$ cat src/rtl/afault_pkg.sv
package afault_pkg;
  localparam int unsigned NUM_ITEMS = 18;
  localparam int unsigned IDX_W     = $clog2(NUM_ITEMS);
  localparam int unsigned DW        = 32;
  localparam int unsigned BEW       = DW / 8;

  localparam logic [1:0] SZ_BYTE = 2'd0;
  localparam logic [1:0] SZ_WORD = 2'd1;
  localparam logic [1:0] SZ_LONG = 2'd2;

  localparam logic [15:0] SSW_ATC     = 16'h0400;
  localparam logic [15:0] SSW_RD      = 16'h0100;
  localparam logic [15:0] SSW_SZ_BYTE = 16'h0020;
  localparam logic [15:0] SSW_SZ_WORD = 16'h0040;
  localparam logic [15:0] SSW_SZ_MASK = 16'h0060;
  localparam logic [15:0] SSW_TM_MASK = 16'h0007;
  localparam logic [15:0] SSW_TM_SUP  = 16'h0004;
  localparam logic [15:0] SSW_TM_CODE = 16'h0002;
  localparam logic [15:0] SSW_TM_DATA = 16'h0001;
  localparam logic [15:0] SSW_LEGAL   = SSW_ATC | SSW_RD | SSW_SZ_MASK | SSW_TM_MASK;

  typedef enum logic [2:0] {
    SRC_ZERO, SRC_ADDR, SRC_SSW, SRC_VEC, SRC_PC, SRC_SR
  } item_src_e;

  typedef struct packed {
    item_src_e src;
    logic      is_long;
  } item_t;

  typedef enum logic [1:0] {ST_IDLE, ST_DEC, ST_WRITE} seq_state_e;

  // Push order, highest address first
  function automatic item_t item_at(logic [IDX_W-1:0] idx);
    item_t it;
    if (idx < 5'd8)        it = '{SRC_ZERO, 1'b1};
    else if (idx < 5'd10)  it = '{SRC_ADDR, 1'b1};
    else if (idx < 5'd13)  it = '{SRC_ZERO, 1'b0};
    else if (idx == 5'd13) it = '{SRC_SSW,  1'b0};
    else if (idx == 5'd14) it = '{SRC_ADDR, 1'b1};
    else if (idx == 5'd15) it = '{SRC_VEC,  1'b0};
    else if (idx == 5'd16) it = '{SRC_PC,   1'b1};
    else                   it = '{SRC_SR,   1'b0};
    return it;
  endfunction
endpackage

$ cat src/rtl/afault_ssw.sv
module afault_ssw
  import afault_pkg::*;
#(
  parameter int unsigned AW = 32
) (
  input  logic          clk_i,
  input  logic          rst_ni,
  input  logic          cap_xlat_i,
  input  logic          cap_bus_i,
  input  logic [1:0]    size_i,
  input  logic          read_i,
  input  logic          super_i,
  input  logic          code_i,
  input  logic [AW-1:0] addr_i,
  output logic [15:0]   ssw_o,
  output logic [AW-1:0] addr_o
);
  logic [15:0]   fields;
  logic [15:0]   ssw_q;
  logic [AW-1:0] addr_q;

  always_comb begin
    fields = SSW_ATC;
    case (size_i)
      SZ_BYTE: fields = fields | SSW_SZ_BYTE;
      SZ_WORD: fields = fields | SSW_SZ_WORD;
      default: ;
    endcase
    if (super_i) fields = fields | SSW_TM_SUP;
    fields = fields | (code_i ? SSW_TM_CODE : SSW_TM_DATA);
    if (read_i) fields = fields | SSW_RD;
  end

  always_ff @(posedge clk_i or negedge rst_ni) begin
    if (!rst_ni) begin
      ssw_q  <= '0;
      addr_q <= '0;
    end else if (cap_xlat_i) begin
      ssw_q  <= fields;
      addr_q <= addr_i;
    end else if (cap_bus_i) begin
      // keep unrelated bits, rebuild size and mode
      ssw_q  <= (ssw_q & ~(SSW_SZ_MASK | SSW_TM_MASK)) | fields;
      addr_q <= addr_i;
    end
  end

  assign ssw_o  = ssw_q;
  assign addr_o = addr_q;

  assert_size_legal_R2: assert property (@(posedge clk_i) disable iff (!rst_ni)
    (cap_xlat_i || cap_bus_i) |-> size_i != 2'b11);
  assert_xlat_clean_R2: assert property (@(posedge clk_i) disable iff (!rst_ni)
    cap_xlat_i |=> ssw_q[10] && ((ssw_q & ~SSW_LEGAL) == 16'h0)
                   && ssw_q[2] == $past(super_i) && ssw_q[8] == $past(read_i));
  assert_bus_keeps_rw_R3: assert property (@(posedge clk_i) disable iff (!rst_ni)
    (cap_bus_i && !cap_xlat_i && ssw_q[8]) |=> ssw_q[8] && ssw_q[10]);
  assert_addr_latch_R4: assert property (@(posedge clk_i) disable iff (!rst_ni)
    (cap_xlat_i || cap_bus_i) |=> addr_q == $past(addr_i));
endmodule

$ cat src/rtl/afault_item.sv
module afault_item
  import afault_pkg::*;
#(
  parameter int unsigned AW         = 32,
  parameter logic [11:0] VEC_OFFSET = 12'h008
) (
  input  logic [IDX_W-1:0] idx_i,
  input  logic [15:0]      ssw_i,
  input  logic [AW-1:0]    addr_i,
  input  logic [AW-1:0]    pc_i,
  input  logic [15:0]      sr_i,
  output logic [DW-1:0]    data_o,
  output logic [BEW-1:0]   be_o,
  output logic [2:0]       len_o
);
  item_t it;

  always_comb begin
    it = item_at(idx_i);
    case (it.src)
      SRC_ADDR: data_o = DW'(addr_i);
      SRC_SSW:  data_o = DW'(ssw_i);
      SRC_VEC:  data_o = DW'({4'h7, VEC_OFFSET});
      SRC_PC:   data_o = DW'(pc_i);
      SRC_SR:   data_o = DW'(sr_i);
      default:  data_o = '0;
    endcase
    be_o  = it.is_long ? 4'b1111 : 4'b0011;
    len_o = it.is_long ? 3'd4 : 3'd2;
  end
endmodule

$ cat src/rtl/afault_seq.sv
module afault_seq
  import afault_pkg::*;
#(
  parameter int unsigned AW = 32
) (
  input  logic             clk_i,
  input  logic             rst_ni,
  input  logic             start_i,
  input  logic             fault_any_i,
  input  logic [AW-1:0]    sp_i,
  input  logic [AW-1:0]    pc_i,
  input  logic [15:0]      sr_i,
  input  logic [2:0]       len_i,
  input  logic             wr_ack_i,
  output logic             wr_req_o,
  output logic [IDX_W-1:0] idx_o,
  output logic [AW-1:0]    sp_o,
  output logic [AW-1:0]    pc_o,
  output logic [15:0]      sr_o,
  output logic             busy_o,
  output logic             done_o,
  output logic             double_fault_o
);
  localparam logic [IDX_W-1:0] LAST = IDX_W'(NUM_ITEMS - 1);

  seq_state_e       state_q;
  logic [IDX_W-1:0] idx_q;
  logic [AW-1:0]    sp_q, pc_q;
  logic [15:0]      sr_q;
  logic             done_q, dbl_q;

  always_ff @(posedge clk_i or negedge rst_ni) begin
    if (!rst_ni) begin
      state_q <= ST_IDLE;
      idx_q   <= '0;
      sp_q    <= '0;
      pc_q    <= '0;
      sr_q    <= '0;
      done_q  <= 1'b0;
    end else begin
      done_q <= 1'b0;
      case (state_q)
        ST_IDLE: if (start_i) begin
          sp_q    <= {sp_i[AW-1:1], 1'b0};
          pc_q    <= pc_i;
          sr_q    <= sr_i;
          idx_q   <= '0;
          state_q <= ST_DEC;
        end
        ST_DEC: begin
          sp_q    <= sp_q - AW'(len_i);
          state_q <= ST_WRITE;
        end
        ST_WRITE: if (wr_ack_i) begin
          if (idx_q == LAST) begin
            state_q <= ST_IDLE;
            done_q  <= 1'b1;
          end else begin
            idx_q   <= idx_q + 1'b1;
            state_q <= ST_DEC;
          end
        end
        default: state_q <= ST_IDLE;
      endcase
    end
  end

  always_ff @(posedge clk_i or negedge rst_ni) begin
    if (!rst_ni)                       dbl_q <= 1'b0;
    else if (fault_any_i && busy_o)    dbl_q <= 1'b1;
  end

  assign busy_o         = state_q != ST_IDLE;
  assign wr_req_o       = state_q == ST_WRITE;
  assign idx_o          = idx_q;
  assign sp_o           = sp_q;
  assign pc_o           = pc_q;
  assign sr_o           = sr_q;
  assign done_o         = done_q;
  assign double_fault_o = dbl_q;

  assert_ack_with_req_R8: assert property (@(posedge clk_i) disable iff (!rst_ni)
    wr_ack_i |-> wr_req_o);
  assert_req_hold_R8: assert property (@(posedge clk_i) disable iff (!rst_ni)
    (wr_req_o && !wr_ack_i) |=> wr_req_o && $stable(sp_q) && $stable(idx_q));
  assert_sp_even_R7: assert property (@(posedge clk_i) disable iff (!rst_ni)
    busy_o |-> !sp_q[0]);
  assert_done_idle_R7: assert property (@(posedge clk_i) disable iff (!rst_ni)
    done_o |-> !busy_o && !wr_req_o && !$past(done_o));
  assert_double_sticky_R9: assert property (@(posedge clk_i) disable iff (!rst_ni)
    ((fault_any_i && busy_o) || dbl_q) |=> dbl_q);
endmodule

$ cat src/rtl/afault_frame_builder.sv
module afault_frame_builder
  import afault_pkg::*;
#(
  parameter int unsigned AW         = 32,
  parameter logic [11:0] VEC_OFFSET = 12'h008
) (
  input  logic          clk_i,
  input  logic          rst_ni,
  input  logic          xlat_fault_i,
  input  logic          bus_fault_i,
  input  logic [1:0]    size_i,
  input  logic          read_i,
  input  logic          super_i,
  input  logic          code_i,
  input  logic [AW-1:0] fault_addr_i,
  input  logic [AW-1:0] sp_i,
  input  logic [15:0]   sr_i,
  input  logic [AW-1:0] pc_i,
  output logic          wr_req_o,
  output logic [AW-1:0] wr_addr_o,
  output logic [DW-1:0] wr_data_o,
  output logic [BEW-1:0] wr_be_o,
  input  logic          wr_ack_i,
  output logic          busy_o,
  output logic          done_o,
  output logic [AW-1:0] sp_o,
  output logic [15:0]   ssw_o,
  output logic [AW-1:0] fault_addr_o,
  output logic          double_fault_o
);
  logic             fault_any, start, cap_xlat, cap_bus;
  logic [IDX_W-1:0] idx;
  logic [AW-1:0]    sp_w, pc_w;
  logic [15:0]      sr_w;
  logic [2:0]       len;

  assign fault_any = xlat_fault_i | bus_fault_i;
  assign start     = fault_any & ~busy_o;
  assign cap_xlat  = xlat_fault_i & ~busy_o;
  assign cap_bus   = bus_fault_i & ~xlat_fault_i & ~busy_o;

  afault_ssw #(.AW(AW)) u_ssw (
    .clk_i, .rst_ni,
    .cap_xlat_i (cap_xlat),
    .cap_bus_i  (cap_bus),
    .size_i, .read_i, .super_i, .code_i,
    .addr_i     (fault_addr_i),
    .ssw_o      (ssw_o),
    .addr_o     (fault_addr_o)
  );

  afault_seq #(.AW(AW)) u_seq (
    .clk_i, .rst_ni,
    .start_i        (start),
    .fault_any_i    (fault_any),
    .sp_i, .pc_i, .sr_i,
    .len_i          (len),
    .wr_ack_i,
    .wr_req_o,
    .idx_o          (idx),
    .sp_o           (sp_w),
    .pc_o           (pc_w),
    .sr_o           (sr_w),
    .busy_o,
    .done_o,
    .double_fault_o
  );

  afault_item #(.AW(AW), .VEC_OFFSET(VEC_OFFSET)) u_item (
    .idx_i  (idx),
    .ssw_i  (ssw_o),
    .addr_i (fault_addr_o),
    .pc_i   (pc_w),
    .sr_i   (sr_w),
    .data_o (wr_data_o),
    .be_o   (wr_be_o),
    .len_o  (len)
  );

  assign wr_addr_o = sp_w;
  assign sp_o      = sp_w;

  assert_ssw_frozen_R9: assert property (@(posedge clk_i) disable iff (!rst_ni)
    busy_o |=> $stable(ssw_o) && $stable(fault_addr_o));
endmodule

$ cat config.mk
export PLATFORM = sky130hd
export DESIGN_NAME = afault_frame_builder
export DESIGN_NICKNAME = d
export VERILOG_FILES = /design/src/rtl/afault_pkg.sv /design/src/rtl/afault_ssw.sv /design/src/rtl/afault_item.sv /design/src/rtl/afault_seq.sv /design/src/rtl/afault_frame_builder.sv
export SDC_FILE = /design/constraint.sdc
export NUM_CORES = 1
export LEC_CHECK = 0
export BUFFER_PORTS_ARGS = -buffer_cell sky130_fd_sc_hd__buf_2
export CORE_UTILIZATION = 44
export CTS_BUF_LIST = sky130_fd_sc_hd__clkbuf_16
export DETAILED_ROUTE_END_ITERATION = 8
export PLACE_DENSITY = 0.86
export SYNTH_ARGS = -nofsm -noshare
export SYNTH_HDL_FRONTEND = slang
export SYNTH_HIERARCHICAL = 1
export SYNTH_SLANG_ARGS = --single-unit
$ cat constraint.sdc
create_clock -name clk_i -period 2.9 [get_ports clk_i]
set_input_delay 0.58 -clock clk_i [delete_from_list [all_inputs] [get_ports clk_i]]
set_output_delay 0.58 -clock clk_i [all_outputs]
set_load 0.03 [all_outputs]
==> qor.yml, run 1 <==
crit_path_frequent_cell: "buf_6"
r2r_slack_ps: 130
drv_cap: 0
syn_area_mm2: 0.00697
drv_slew: 0
finalHoldViolCount: 0
syn_area_per_cell_um2: 9.70
status: "finished, final reports clean"
cpLargestDelayFamily: "buffers and inverters"
crit_chain: "buf_6 -> nor4_4 -> buf_6 -> mux2_4 -> a221o_1 -> buf_6"
p_leak_nw: 4.59
crit_arrival_ps: 2300
ys_types: 62
power.switching_mw: 5.23
root_buffer: "clkbuf_16"
path_clk_slew_ps: 60
synthTopCellsByArea: "dfrtp_1, nand2_1, buf_4"
grt_pass1_wl_um: 31900
dp_hpwl_um: 15000
combinationalPowerShare_pct: 48.6
routed_via_density: 5.46
ir_worst_vdd_mv: 0.950
intPower_mw: 6.18
overflow: 0
worst_ep_required_time_ps: 2320
synthFlopType: "dfrtp_1"
crit_type: "reg -> out"
ios: 274
period_needed_ps: 2880
insertion_delay_ps: 410
async_flop_share_pct: 100
drtIter0Drc: 386
die_w_um: 128
cp_max_fo: 8
clockBufferDepth: 2
hold_slack_ps: 201
avgRoutedWirePerCell_um: 17.9
seq_area_frac_synth_pct: 46.0
row_count: 45
slowest_delay_ps: 400
fin_crit_sh_pct: 99.4
power_density_mw_per_mm2: 1250
place_inst: 1138
switching_share_pct: 45.8
final_cell_area_mm2: 0.00913
vias: 6448
coreArea_mm2: 0.0153
setup_viol: 0
rr_worst_depth: 11
start_util_pct: 45.5
n_antenna_cell: 0
area_growth_pct: 31.0
grtUsageTotal_pct: 25.6
cts_tree: "done"
rsz0062_at_grt: "yes"
clock_skew_ps: 8.52
synth-edff-count: 0
maxSlewHeadroom_pct: 53.9
synth-seq-cells: 128
dpl_cell_area_mm2: 0.00824
final_nets: 1084
yosys_warnings: 6
firstDrtPassIters: 5
drive_gt1_share_pct: 41.5
die_area_mm2: 0.0163
crit_buf_inv: 3
gp_congestion: 0.895
grt_pass1_vias: 6158
r2r-start: "u_seq/idx_o[0]"
die_h_um: 128
syn_inst: 718
io_buffers: 261
cts_made_buffers: 17
drc: 0
cts.sinks: 128
layout.cells.non_filler: 1180
ant_nets: 0
worstSetupStartpointType: "flip-flop"
h-tree-depth: 4
antenna_found_initial: 0
hold_class: "in -> async"
power_mw: 11.4
synth_top_area_share_pct: 46.0
clockPowerShare_pct: 20.9
tightestPinTransition_ps: 691
cp_slowest_cell: "dfrtp_1"
final_core_util_pct: 59.6
grt_start_max_net_pins: 56
end_kind: "output pin"
yosys.area.top_type: "dfrtp_1"
power.share.sequential_pct: 30.5
rr_endpoint: "u_seq/sp_o[22]"
fmax_mhz: 347
finalWirelength_um: 21100
-- area by class of cell --
type                            instances  area (µm²)
Tap cell                              211         264
Sequential cell                       128        3200
Fill cell                            1284        6190
Clock buffer                           17         425
Inverter                               15        56.3
Clock inverter                         15         230
Multi-Input combinational cell        495        3270
Timing Repair Buffer                  299        1680
-- timing repair --
action / CTS / global route
endpoints found under the setup margin: 28 / 26
endpoints found under the hold margin: 0 / 0
pin swaps: 2 / 3
resized for setup: 9 / 35
buffers inserted: 3 / 7
hold buffers: 0 / 0
-- synthesized netlist by cell type (8+ instances only) --
cell,instances
nand2_1,178
dfrtp_1,128
buf_4,50
mux2_2,29
clkbuf_1,26
nand3_1,23
a22o_1,17
mux2_4,17
nor2_1,17
inv_1,15
a221o_1,13
nor3b_1,13
a21oi_1,11
nor3_1,11
o211ai_1,11
o21ai_0,11
o311ai_0,11
nand4_1,10
o22ai_1,8
-- routing by layer --
layer	up-vias	GRT usage [%]	part of all wire, %
met4	0	9.13	2.8
li1	2970	-	-
met3	44	7.43	7.8
met1	3075	29.1	39
met2	359	45.5	50
met5	-	0	0
-- metrics by stage --
stage,TNS (ps),setup WS [ps]
6_report,0,18.4
5_1_grt,-293,-69.1
4_1_cts,-25.7,-25.7
3_5_place_dp,0,140
3_3_place_gp,0,241
2_1_floorplan,0,13.0
-- flip-flops by register name, summed over array words and instances (netlist names) --
register,count
u_seq/sp_o,32
u_seq/sr_o,16
u_seq/done_o,1
u_ssw/addr_o,32
u_ssw/ssw_o,7
u_seq/double_fault_o,1
u_seq/state_q,2
u_seq/idx_o,5
u_seq/pc_o,32
-- cells by family (layout without fill, tap and decap cells) --
family / after synthesis / in the layout / share of synthesized area [%]
other cells: 3 / 12 / 0.162
xor+xnor: 3 / 3 / 0.377
flops: 128 / 128 / 46.0
fa+ha+maj: 6 / 6 / 1.19
compound gates: 113 / 113 / 12.6
buf+inv: 104 / 346 / 9.12
simple gates: 309 / 309 / 21.4
mux: 52 / 52 / 9.21
-- power groups by stage --
stage | Sequential (mW) | Clock, mW | Combinational, mW
CTS | 3.46 | 2.42 | 5.38
global route | 3.59 | 2.52 | 5.91
finish | 3.48 | 2.38 | 5.54
floorplan | 4.21 | 0 | 3.19
global placement | 3.42 | 0 | 5.19
detailed placement | 3.48 | 0 | 5.27
-- placed cells by master, fill, tap and decap left out, types with 9 or more instances in the layout --
cell type,instances
a21oi_1,10
a221o_1,13
a22o_1,17
buf_2,249
buf_4,39
buf_6,9
clkbuf_16,17
conb_1,12
dfrtp_1,127
inv_1,15
mux2_2,22
mux2_4,24
nand2_1,177
nand3_1,22
nand4_1,10
nor2_1,16
nor3_1,10
nor3b_1,13
o211ai_1,11
o21ai_0,11
o311ai_0,11
-- worst max path at each step --
stage	to	slack, ps	startpoint	cells past startpoint
floorplan	u_seq/sp_o[14]	10	u_seq/idx_o[1]	12
global placement	u_seq/sp_o[31]	240	u_seq/idx_o[1]	10
detailed placement	u_seq/sp_o[22]	140	u_seq/idx_o[1]	10
CTS	wr_data_o[6]	-30	u_seq/idx_o[0]	6
global route	wr_data_o[6]	-70	u_seq/idx_o[2]	6
finish	wr_data_o[6]	20	u_seq/idx_o[2]	6
Note: power is estimated with default switching activity, not from simulation.
==> run 2, diff against run 1 <==
RECOVER_POWER = 25   (was default)
==> run 2 against run 1 <==
Clock skew barely moved. Sequential share of layout area rose by 0.097 points. Hold slack improved by 150 ps. Sequential cell count did not move. Sequential power barely moved. Non-clock buffer count did not move. Global-route usage did not move. Core utilization fell by 0.16 points. First-iteration DRC count fell by 1.8%. Power barely moved. Largest power group unchanged. Critical endpoint unchanged. Final area fell by 0.27%. Fmax fell by 0.16%.
==> qor.yml, run 2 (synthesis results as in run 1) <==
status: "finished, final reports clean"
cts.sinks: 128  # unchanged
finalWirelength_um: 21000  # -0.23%
area_growth_pct: 30.6
start_util_pct: 45.5  # unchanged
final_common_cell: "buf_2"
path_clk_slew_ps: 60  # about the same
ios: 274  # unchanged
n_antenna_cell: 0  # unchanged
drc: 0  # unchanged
coreArea_mm2: 0.0153  # unchanged
finalHoldViolCount: 0  # unchanged
end_kind: "output pin"
dp_slack_ps: 140  # unchanged
use_met3_pct: 7.43  # unchanged
drive_gt1_share_pct: 41.3  # -0.21 points
cp_slowest_cell: "dfrtp_1"
antenna_found_initial: 0  # unchanged
met1_usage_pct: 29.1  # unchanged
layout_common_cells: "buf_2, nand2_1, dfrtp_1"
die_area_mm2: 0.0163  # unchanged
worstSetupStartpointType: "flip-flop"
rsz0062_at_grt: "yes"
drv_cap: 0  # unchanged
clock_skew_ps: 8.51  # -0.0140 ps
grtUsageTotal_pct: 25.6  # unchanged
cts_tree: "done"
p_leak_nw: 4.58  # -0.29%
routed_via_density: 5.48  # +0.34%
dp_hpwl_um: 15000  # unchanged
row_count: 45  # unchanged
fin_crit_sh_pct: 99.5  # +0.16 points
slowest_delay_ps: 400  # about the same
layout.cells.non_filler: 1180  # unchanged
period_needed_ps: 2890  # +4.54 ps
die_w_um: 128  # unchanged
hold_buffers: 0  # unchanged
crit_arrival_ps: 2310  # about the same
h-tree-depth: 4  # unchanged
setup_viol: 0  # unchanged
top_usage_layer: "met2"
final_nets: 1084  # unchanged
hold_class: "in -> reg"
die_h_um: 128  # unchanged
drtIter0Drc: 379  # -1.8%
gr-usage-met2_pct: 45.5  # unchanged
crit_type: "reg -> out"
fmax_mhz: 346  # -0.16%
tightestPinTransition_ps: 1280  # +594 ps
drv_slew: 0  # unchanged
insertion_delay_ps: 420  # about the same
cp_max_fo: 8  # unchanged
overflow: 0  # unchanged
crit_buf_inv: 3  # unchanged
cts_made_buffers: 17  # unchanged
grt_start_max_net_pins: 56  # unchanged
firstDrtPassIters: 5  # unchanged
finalWorstSetupSlack_ps: 13.9  # -4.54 ps
gp_congestion: 0.895  # unchanged
fillers: 1289  # +0.39%
maxSlewHeadroom_pct: 14.4  # -40 points
crit_chain: "buf_6 -> nor4_4 -> buf_6 -> mux2_4 -> a221o_1 -> buf_6"
io_buffers: 261  # unchanged
avgRoutedWirePerCell_um: 17.8  # -0.23%
cpLargestDelayFamily: "buffers and inverters"
ir_worst_vdd_mv: 0.954  # +0.45%
place_inst: 1138  # unchanged
vias: 6470  # +0.34%
ant_nets: 0  # unchanged
root_buffer: "clkbuf_16"
worst_ep_required_time_ps: 2320  # about the same
power_density_mw_per_mm2: 1250  # +0.18%
grt_pass1_vias: 6158  # unchanged
clockBufferDepth: 2  # unchanged
crit_path_frequent_cell: "buf_6"
grt_pass1_wl_um: 31900  # unchanged
## run 2: cell count changes in the layout (fill, tap and decap cells not counted), sizes merged
cell / previous run / this run
clkbuf: 17 / 20
buf: 299 / 296
## run 2: per-stage QoR
step           utilization (%)  TNS, ps  cell area (µm²)  power [mW]  hold WS, ps
2_1_floorplan                -        0             7020        7.40          284
3_3_place_gp              53.8        0             8240        8.61          435
3_5_place_dp              53.8        0             8240        8.75          443
4_1_cts                   58.5    -25.7             8960        11.3          215
5_1_grt                   59.4     -293             9100        12.0          336
6_report                  59.4        0             9100        11.4          351
## run 2: final timing paths
| kind | from | depth (start not counted) | slack (ps) | to |
|---|---|---|---|---|
| worst max-delay path | u_seq/idx_o[2] | 6 | 10 | wr_data_o[6] |
| worst min-delay path | pc_i[0] | 3 | 350 | u_seq/pc_o[0] |
| worst max register to register | u_seq/idx_o[0] | 11 | 140 | u_seq/sp_o[22] |
| worst min register to register | u_seq/double_fault_o | 1 | 460 | u_seq/double_fault_o |
| max in group asynchronous | rst_ni | 2 | 560 | u_ssw/addr_o[30] |
| min in group asynchronous | rst_ni | 1 | 430 | u_ssw/ssw_o[1] |
## run 2: tightest hold or removal path: cells and delay by family
family	cells	cell delay, ps
buffers and inverters	1	70
AND/OR/NAND/NOR	2	80
## run 2: cell type report
class,instances,area [µm²],area share [%]
clock inverter,15,230,2.53
clock buffer,17,425,4.67
sequential,128,3200,35.2
multi-input combinational,495,3270,35.9
inverter,15,56.3,0.619
timing repair buffer,299,1660,18.2
tap,211,264,2.90
## run 2: layer usage
| metal | vias to the layer above | share of wire [%] |
|---|---|---|
| li1 | 2978 | - |
| met1 | 3066 | 38 |
| met2 | 372 | 50 |
| met3 | 54 | 8.4 |
| met4 | 0 | 3.4 |
| met5 | - | 0 |
## run 2: timing repair
item	CTS	global route
pin swaps	2	3
endpoints found under the setup margin	28	26
gates resized for setup	9	35
setup buffers	3	7
## run 2: power by group
part / switching [mW] / internal, mW / leakage (nW)
clock network: 0.845 / 1.54 / 0.319
logic: 3.54 / 2.00 / 2.71
registers: 0.839 / 2.64 / 1.55
total: 5.22 / 6.18 / 4.58
